[src/rtl/irqx_pkg.sv]
package irqx_pkg;

   typedef enum logic [2:0] {
      SEL_NONE,
      SEL_REV,
      SEL_PEND,
      SEL_CLR,
      SEL_MASK,
      SEL_ID_A,
      SEL_ID_B
   } reg_sel_e;

   localparam logic [15:0] ID_WORD_A = 16'hAAAA;
   localparam logic [15:0] ID_WORD_B = 16'h5555;

endpackage

[src/rtl/irqx_sync.sv]
module irqx_sync #(
   parameter int WIDTH  = 16,
   parameter int STAGES = 2
) (
   input  logic             clk,
   input  logic             rst_n,
   input  logic [WIDTH-1:0] async_i,
   output logic [WIDTH-1:0] sync_o
);

   generate
      if (STAGES == 0) begin : g_bypass
         assign sync_o = async_i;
      end else begin : g_chain
         logic [WIDTH-1:0] chain_q [STAGES];
         always_ff @(posedge clk or negedge rst_n) begin
            if (!rst_n) begin
               for (int s = 0; s < STAGES; s++) chain_q[s] <= '0;
            end else begin
               chain_q[0] <= async_i;
               for (int s = 1; s < STAGES; s++) chain_q[s] <= chain_q[s-1];
            end
         end
         assign sync_o = chain_q[STAGES-1];
      end
   endgenerate

endmodule

[src/rtl/irqx_decode.sv]
module irqx_decode
   import irqx_pkg::*;
#(
   parameter int          ADDR_W   = 12,
   parameter logic [11:0] OFF_REV  = 12'h000,
   parameter logic [11:0] OFF_PEND = 12'h028,
   parameter logic [11:0] OFF_CLR  = 12'h030,
   parameter logic [11:0] OFF_MASK = 12'h038,
   parameter logic [11:0] OFF_ID_A = 12'h040,
   parameter logic [11:0] OFF_ID_B = 12'h048
) (
   input  logic [ADDR_W-1:0] addr_i,
   output reg_sel_e          sel_o
);

   localparam int OFF_W = 12;

   logic [OFF_W-1:0] off;
   assign off = OFF_W'(addr_i);

   always_comb begin
      if      (off == OFF_REV)  sel_o = SEL_REV;
      else if (off == OFF_PEND) sel_o = SEL_PEND;
      else if (off == OFF_CLR)  sel_o = SEL_CLR;
      else if (off == OFF_MASK) sel_o = SEL_MASK;
      else if (off == OFF_ID_A) sel_o = SEL_ID_A;
      else if (off == OFF_ID_B) sel_o = SEL_ID_B;
      else                      sel_o = SEL_NONE;
   end

endmodule

[src/rtl/irqx_regfile.sv]
module irqx_regfile
   import irqx_pkg::*;
#(
   parameter int NSRC   = 16,
   parameter int DATA_W = 16
) (
   input  logic              clk,
   input  logic              rst_n,
   input  logic              wr_en_i,
   input  reg_sel_e          sel_i,
   input  logic [DATA_W-1:0] wr_data_i,
   input  logic [NSRC-1:0]   set_i,
   output logic [NSRC-1:0]   pend_o,
   output logic [NSRC-1:0]   mask_o,
   output logic [NSRC-1:0]   clr_o
);

   logic [NSRC-1:0] pend_q, mask_q, clr_q;
   logic [NSRC-1:0] clr_eff;
   logic            clr_wr, mask_wr;

   assign clr_wr  = wr_en_i && (sel_i == SEL_CLR);
   assign mask_wr = wr_en_i && (sel_i == SEL_MASK);
   // a clear written this cycle already wins over a set arriving this cycle
   assign clr_eff = clr_wr ? wr_data_i[NSRC-1:0] : clr_q;

   always_ff @(posedge clk or negedge rst_n) begin
      if (!rst_n) begin
         pend_q <= '0;
         mask_q <= '1;
         clr_q  <= '0;
      end else begin
         pend_q <= (pend_q | set_i) & ~clr_eff;
         if (mask_wr) mask_q <= wr_data_i[NSRC-1:0];
         if (clr_wr)  clr_q  <= wr_data_i[NSRC-1:0];
      end
   end

   assign pend_o = pend_q;
   assign mask_o = mask_q;
   assign clr_o  = clr_q;

   // a raised clear bit never coexists with its pending bit
   assert_clear_holds_R7: assert property (@(posedge clk) disable iff (!rst_n)
      (pend_q & clr_q) == '0);

   // an uncleared synchronized line is latched at the next edge
   assert_set_latches_R5: assert property (@(posedge clk) disable iff (!rst_n)
      1'b1 |=> ((pend_q & $past(set_i & ~clr_eff)) == $past(set_i & ~clr_eff)));

   // reset values are visible at the first edge after reset release
   assert_reset_values_R1: assert property (@(posedge clk)
      $rose(rst_n) |-> (mask_q == '1 && pend_q == '0 && clr_q == '0));

endmodule

[src/rtl/irqx_readmux.sv]
module irqx_readmux
   import irqx_pkg::*;
#(
   parameter int          NSRC     = 16,
   parameter int          DATA_W   = 16,
   parameter logic [15:0] REVISION = 16'h0103
) (
   input  logic              clk,
   input  logic              rst_n,
   input  reg_sel_e          sel_i,
   input  logic [NSRC-1:0]   pend_i,
   input  logic [NSRC-1:0]   mask_i,
   input  logic [NSRC-1:0]   clr_i,
   output logic [DATA_W-1:0] rd_data_o
);

   logic [DATA_W-1:0] rd_d, rd_q;
   logic              hit;

   assign hit = (sel_i != SEL_NONE);

   always_comb begin
      case (sel_i)
         SEL_REV:  rd_d = DATA_W'(REVISION);
         SEL_PEND: rd_d = DATA_W'(pend_i);
         SEL_CLR:  rd_d = DATA_W'(clr_i);
         SEL_MASK: rd_d = DATA_W'(mask_i);
         SEL_ID_A: rd_d = DATA_W'(ID_WORD_A);
         SEL_ID_B: rd_d = DATA_W'(ID_WORD_B);
         default:  rd_d = '0;
      endcase
   end

   always_ff @(posedge clk or negedge rst_n) begin
      if (!rst_n) rd_q <= '0;
      else        rd_q <= rd_d;
   end

   assign rd_data_o = rd_q;

   // an unmapped address yields zero one edge later
   assert_unmapped_zero_R4: assert property (@(posedge clk) disable iff (!rst_n)
      !hit |=> (rd_data_o == '0));

endmodule

[src/rtl/irq_expander.sv]
module irq_expander
   import irqx_pkg::*;
#(
   parameter int          NSRC        = 16,
   parameter int          DATA_W      = 16,
   parameter int          ADDR_W      = 12,
   parameter int          SYNC_STAGES = 2,
   parameter logic [15:0] REVISION    = 16'h0103
) (
   input  logic              clk,
   input  logic              rst_n,
   input  logic [NSRC-1:0]   src_i,
   input  logic [ADDR_W-1:0] addr_i,
   input  logic              wr_en_i,
   input  logic [DATA_W-1:0] wr_data_i,
   output logic [DATA_W-1:0] rd_data_o,
   output logic              irq_n_o
);

   localparam logic [11:0] OFF_REV  = 12'h000;
   localparam logic [11:0] OFF_PEND = 12'h028;
   localparam logic [11:0] OFF_CLR  = 12'h030;
   localparam logic [11:0] OFF_MASK = 12'h038;
   localparam logic [11:0] OFF_ID_A = 12'h040;
   localparam logic [11:0] OFF_ID_B = 12'h048;

   generate
      if (NSRC < 1 || NSRC > DATA_W) begin : g_bad_nsrc
         $error("NSRC must lie between 1 and DATA_W");
      end
      if (DATA_W != 16) begin : g_bad_width
         $error("register words are halfwords");
      end
      if (ADDR_W < 7 || ADDR_W > 12) begin : g_bad_addr
         $error("ADDR_W must cover the map and stay inside 4 KB");
      end
      if (SYNC_STAGES > 4) begin : g_bad_sync
         $error("SYNC_STAGES above 4 is not supported");
      end
   endgenerate

   logic [NSRC-1:0] src_sync;
   logic [NSRC-1:0] pend, mask, clr;
   reg_sel_e        sel;

   irqx_sync #(.WIDTH(NSRC), .STAGES(SYNC_STAGES)) u_sync (
      .clk     (clk),
      .rst_n   (rst_n),
      .async_i (src_i),
      .sync_o  (src_sync)
   );

   irqx_decode #(
      .ADDR_W   (ADDR_W),
      .OFF_REV  (OFF_REV),
      .OFF_PEND (OFF_PEND),
      .OFF_CLR  (OFF_CLR),
      .OFF_MASK (OFF_MASK),
      .OFF_ID_A (OFF_ID_A),
      .OFF_ID_B (OFF_ID_B)
   ) u_decode (
      .addr_i (addr_i),
      .sel_o  (sel)
   );

   irqx_regfile #(.NSRC(NSRC), .DATA_W(DATA_W)) u_regs (
      .clk       (clk),
      .rst_n     (rst_n),
      .wr_en_i   (wr_en_i),
      .sel_i     (sel),
      .wr_data_i (wr_data_i),
      .set_i     (src_sync),
      .pend_o    (pend),
      .mask_o    (mask),
      .clr_o     (clr)
   );

   irqx_readmux #(.NSRC(NSRC), .DATA_W(DATA_W), .REVISION(REVISION)) u_read (
      .clk       (clk),
      .rst_n     (rst_n),
      .sel_i     (sel),
      .pend_i    (pend),
      .mask_i    (mask),
      .clr_i     (clr),
      .rd_data_o (rd_data_o)
   );

   assign irq_n_o = ~|(pend & ~mask);

   // the request only asserts when pending or mask state has moved
   assert_irq_cause_R6: assert property (@(posedge clk) disable iff (!rst_n)
      $fell(irq_n_o) |-> (pend != $past(pend) || mask != $past(mask)));

endmodule

[config.mk]
export PLATFORM = sky130hd
export DESIGN_NAME = irq_expander
export DESIGN_NICKNAME = d
export VERILOG_FILES = /design/src/rtl/irqx_pkg.sv /design/src/rtl/irqx_sync.sv /design/src/rtl/irqx_decode.sv /design/src/rtl/irqx_regfile.sv /design/src/rtl/irqx_readmux.sv /design/src/rtl/irq_expander.sv
export SDC_FILE = /design/constraint.sdc
export NUM_CORES = 1
export LEC_CHECK = 0
export ABC_AREA = 1
export BUFFER_PORTS_ARGS = -buffer_cell sky130_fd_sc_hd__buf_2
export CAP_MARGIN = 20
export CORE_MARGIN = 2
export CORE_UTILIZATION = 30
export DETAILED_ROUTE_END_ITERATION = 16
export PLACE_DENSITY = 0.49
export SLEW_MARGIN = 0
export SYNTH_ARGS = -nofsm -noshare
export SYNTH_HDL_FRONTEND = slang
export SYNTH_SLANG_ARGS = --single-unit
[constraint.sdc]
create_clock -name clk -period 2.6 [get_ports clk]
set_input_delay 0.52 -clock clk [delete_from_list [all_inputs] [get_ports clk]]
set_output_delay 0.52 -clock clk [all_outputs]
set_load 0.02 [all_outputs]
======== Word-level counts from Yosys, hierarchy flattened ========
Cells that the tools add are included.
storage, ports and cells
  word-level logic and storage cells ...... 35
  output and inout bits ................... 17
  input port bits ......................... 47
  bits in registers ....................... 96
cells by class
  equality and inequality tests ........... 11
  reduce and logical (&&, ||, !) cells .... 5
  mux-type cells .......................... 8
  bitwise gates (word level) .............. 5
operators with widths
  kind                                                                     number
  16-bit one-hot mux with 6 select lines                                   1
  12-bit by 6-bit equality test with 1-bit output (second input constant)  3
  16-bit bitwise AND                                                       2
  16-bit NOT                                                               2
  12-bit by 7-bit equality test with 1-bit output (second input constant)  2
  3-bit 2-to-1 mux                                                         6
  16-bit 2-to-1 mux                                                        1
  16-bit OR                                                                1
  16-bit OR reduction                                                      1
  12-bit logical NOT                                                       1
  3-bit equality test (second input constant)                              3
  3-bit by 2-bit equality test with 1-bit output (second input constant)   2
  3-bit by 1-bit equality test with 1-bit output (second input constant)   1
  1-bit logical AND                                                        2
  1-bit logical NOT                                                        1

======== Logic depth before layout (Yosys ltp) ========
  depth in word-level cells ............... 12
  depth in mapped cells ................... 9
  mapped depth without buffers ............ 8

======== By module ========
Synthesis repeated with hierarchy kept, for this count alone.
second synthesis, totals
  cell total of the unflattened synthesis .. 453
  area, all modules ....................... 4081.4 um^2
modules (own cells, without submodules)
  module        seq. area each (um^2)  instances  area an instance (um^2)  cells an instance
  irqx_regfile  1221.2                 1          1841.8                   189
  irqx_readmux  400.4                  1          994.7                    138
  irqx_sync     800.8                  1          920.9                    48
  irq_expander  0.0                    1          173.9                    46
  irqx_decode   0.0                    1          150.1                    32

======== Least setup slack after synthesis ========
No wires, ideal clock.
  kind .................................... register -> output
  from .................................... register u_regs.mask_q[3], in the netlist u_regs.mask_o[3]
  to ...................................... output port irq_n_o
  stages on the path, launching flop included .. 5
  path slack .............................. 1.047 ns
  buffers on the path ..................... 0
  required time ........................... 2.080 ns
  arrival time ............................ 1.033 ns
  cell sequence ........................... dfstp_2 o22ai_1 nor2_1 nand2_1 nor2_1
between the ends
  longest elaborated chain between the ends .. 4
ends and longest elaborated chain
  element                 RTL line            source
  from (decl)             irqx_regfile.sv:18  logic [NSRC-1:0] pend_q, mask_q, clr_q;
  from (signal assigned)  irqx_regfile.sv:34  if (mask_wr) mask_q <= wr_data_i[NSRC-1:0];
  16-bit NOT              irq_expander.sv:88  assign irq_n_o = ~|(pend & ~mask);
  16-bit bitwise AND      irq_expander.sv:88
  16-bit OR reduction     irq_expander.sv:88
  1-bit logical NOT       irq_expander.sv:88
  to (decl)               irq_expander.sv:17  output logic irq_n_o
No other way between the ends.

======== Final worst setup path ========
Same ends and word-level chain as after synthesis.

==> impl_summary.log <==
[metrics] status: complete, no violations
[metrics] number of core rows: 41
[metrics] met1 track demand over resource: 18.9%
[metrics] residual DRC count: 0
[metrics] delay of the slowest cell on the worst path: 0.54 ns
[metrics] critical path cell sequence: o22ai_1 -> nor2_1 -> nand2_1 -> nor2_1 -> buf_2
[metrics] register area: 0.00242 sq mm
[metrics] core footprint: 0.0127 sq mm
[metrics] pin count of the biggest net entering global routing: 50
[metrics] cells taking the most area after synthesis: sky130_fd_sc_hd__dfrtp_1, sky130_fd_sc_hd__dfstp_2, sky130_fd_sc_hd__nand2_1
[metrics] final cell utilization of the core: 37.5%
[metrics] Slew Viols, Final: 0
[metrics] max capacitance violation total: 0
[metrics] hold buffers post-CTS: 0
[metrics] number of buffers created by CTS: 9
[metrics] Synth Area per Inst: 10.0 sq um
[metrics] number of register bits inferred by synthesis: 96
[metrics] Setup crit end kind: output port
[metrics] number of port buffers: 63
[metrics] Initial Utilization: 30.7%
[metrics] worst reg2reg path endpoint: u_read.rd_data_o[8]
[metrics] post-route clock period utilization: 80.5%
[metrics] leading cell types in the layout, fill and taps excluded: sky130_fd_sc_hd__nand2_1, sky130_fd_sc_hd__dfrtp_1, sky130_fd_sc_hd__buf_2
[metrics] number of inserted filler cells in the final layout: 1,308
[metrics] Post-DP HPWL: 6.17 mm
[metrics] setup repair after global routing missed its margin: false
[metrics] area added between synthesis and finish: 22.0%
[metrics] GR Util All Layers: 14.2%
[metrics] first-pass iteration count of the detailed router: 4
[metrics] antenna diode count: 0
[metrics] Crit Reg-Reg Startpoint: u_regs.mask_o[8]
[metrics] htree depth: 3
[metrics] number of antenna violations at the first check in global routing: 0
[metrics] routed length per instance: 14.5 microns
[metrics] crit-path most repeated cell: sky130_fd_sc_hd__nor2_1
[metrics] worst-path fanout max: 3
[metrics] top cell type's share of synthesized area: 51.4%
[metrics] via count of the first global-routing pass: 2,914
[metrics] vias per std cell: 4.54
[metrics] global routing usage on met2: 21.3%
[metrics] TritonCTS clock tree: yes
[metrics] final global-route overflow total: 0
[metrics] Worst Hold Slack: 0.0362 ns
[metrics] final estimated routing congestion in global placement: 0.790
[metrics] worst ir drop on vdd: 0.000275 V
[metrics] Post-Synthesis Net Count: 436
[metrics] met3 track demand over resource in global routing: 4.51%
[metrics] layout net count: 503
[metrics] Setup TNS Final: 0 ns
[metrics] number of hold-slack violations in the final timing report: 0
[metrics] library cell used as clock root buffer: sky130_fd_sc_hd__clkbuf_16
[metrics] vias post-DR: 2,872
[metrics] width of the chip: 118 microns
[metrics] transition time at the pin with the least slew margin: 0.400 ns
[metrics] total leakage power: 2.37 nW
[metrics] maximum count of clock buffers along a single path: 2
[metrics] sinks on the clock net: 96
[metrics] GRT Max-Usage Layer: met2
[metrics] global-route wire length before repair: 15.2 mm
[metrics] Period minus WS final: 2.09 ns
[metrics] kind of start point of the critical path: flop
[metrics] arrival time reported for the critical path endpoint: 1.57 ns
[metrics] ratio of total power to cell area: 661 mW/mm^2
[metrics] Worst R2R Setup Slack: 1.73 ns
[metrics] Setup Viol. Count Final: 0
[metrics] clock latency at the later pin of the worst-skew pair: 0.36 ns
[metrics] post-layout total power: 3.14 mW
[metrics] cell area after synthesis: 0.00390 sq mm
[metrics] classification of the worst-slack hold path: input port to async pin
[metrics] leading cell type in the layout, fill and taps excluded: sky130_fd_sc_hd__nand2_1
[metrics] height of the die: 118 microns
[metrics] Max Freq: 0.478 GHz
[metrics] footprint of the multi-input gates: 0.00126 sq mm
[metrics] post-synthesis cell count: 389
[metrics] register clock-pin slew on the reported worst setup and hold paths: 0.06 ns
[metrics] overall die area: 0.0139 sq mm
[metrics] path type of the worst setup path: flop to output port
[metrics] initial detailed-routing violation count: 164
[metrics] Final Skew: 0.00687 ns
[metrics] sequential share of the synthesized area: 62.2%
[metrics] top-level I/O count: 64
[metrics] unique cell type count in the Yosys netlist: 21
[metrics] number of routed nets with antenna violations: 0
[metrics] CP endpoint: irq_n_o
[metrics] worst endpoint required time: 2.08 ns
[metrics] number of cells traversed by the worst register-to-register path: 4
[metrics] origin of the worst setup path: u_regs.mask_o[3]
[metrics] slowest cell on the critical path: sky130_fd_sc_hd__dfstp_2
[metrics] post-cts sizing count: 0
[metrics] count of warnings emitted by yosys: 0
[metrics] fraction of final layout cells with drive strength greater than 1: 33.0%
[metrics] cell type contributing the most total cell area after synthesis: sky130_fd_sc_hd__dfrtp_1
[metrics] remaining max-slew budget at the tightest pin: 73.3%
[metrics] post-CTS setup repair buffer count: 0
[metrics] final wirelength: 9.15 mm
[power by group]
part           internal [mW]  switching (mW)
Sequential              1.53          0.0106
Clock                  0.923           0.565
Combinational         0.0389          0.0815
[layout make-up]
type | instances | share of cell area, %
Tap cell | 172 | 4.53
Inverter | 29 | 2.39
Timing Repair Buffer | 73 | 8.53
Sequential cell | 96 | 50.9
Clock inverter | 4 | 1.55
Multi-Input combinational cell | 247 | 26.4
Clock buffer | 12 | 5.61
[Yosys cell counts (all sizes together)]
cell,count
dfrtp,80
nor3,1
clkinv,1
inv,28
o22ai,8
nand2,102
clkbuf,1
nand4,29
dfstp,16
buf,16
nor2,54
nand3,53
[critical path: cells and delay by family (launching register included)]
kind                   cells  cell delay [ns]
DFF                        1             0.54
and+or+nand+nor            3             0.38
buffers and inverters      1             0.19
AOI/OAI and AO/OA          1             0.11
[layer usage]
metal / vias up / wire (microns)
met5: - / 0
met4: 0 / 197
met3: 13 / 542
met2: 70 / 4110
met1: 1387 / 4300
li1: 1402 / -
[worst min path at each step]
| stage | endpoint | cells after the start |
|---|---|---|
| detailed placement | u_sync.sync_o[0] | 0 |
| global route | u_regs.pend_o[2] | 1 |
| global placement | u_sync.sync_o[3] | 0 |
| finish | u_sync.g_chain.chain_q[18] | 1 |
| CTS | u_sync.g_chain.chain_q[18] | 1 |
| floorplan | u_read.rd_data_o[0] | 0 |
[registers in the layout (all words and copies together), names as in the netlist]
register                cells
u_regs.pend_o              16
u_regs.mask_o              16
u_regs.clr_o               16
u_sync.g_chain.chain_q     16
u_sync.sync_o              16
u_read.rd_data_o           16
[cell families after synthesis]
logic type / count (synthesis) / share of synthesized area, %
buffers and inverters: 46 / 5.62
and+or+nand+nor: 239 / 30.9
DFF: 96 / 62.2
AOI/OAI and AO/OA: 8 / 1.28
[per-stage QoR]
step	worst slack, ns	std cells	instance area, sq um
after global placement	0.737	617	4410
after global routing	0.384	633	4750
after floorplan	1.05	389	3900
after detailed placement	0.725	617	4410
after CTS	0.455	633	4750
final	0.506	633	4750
Power figures use the tool's default switching activity.
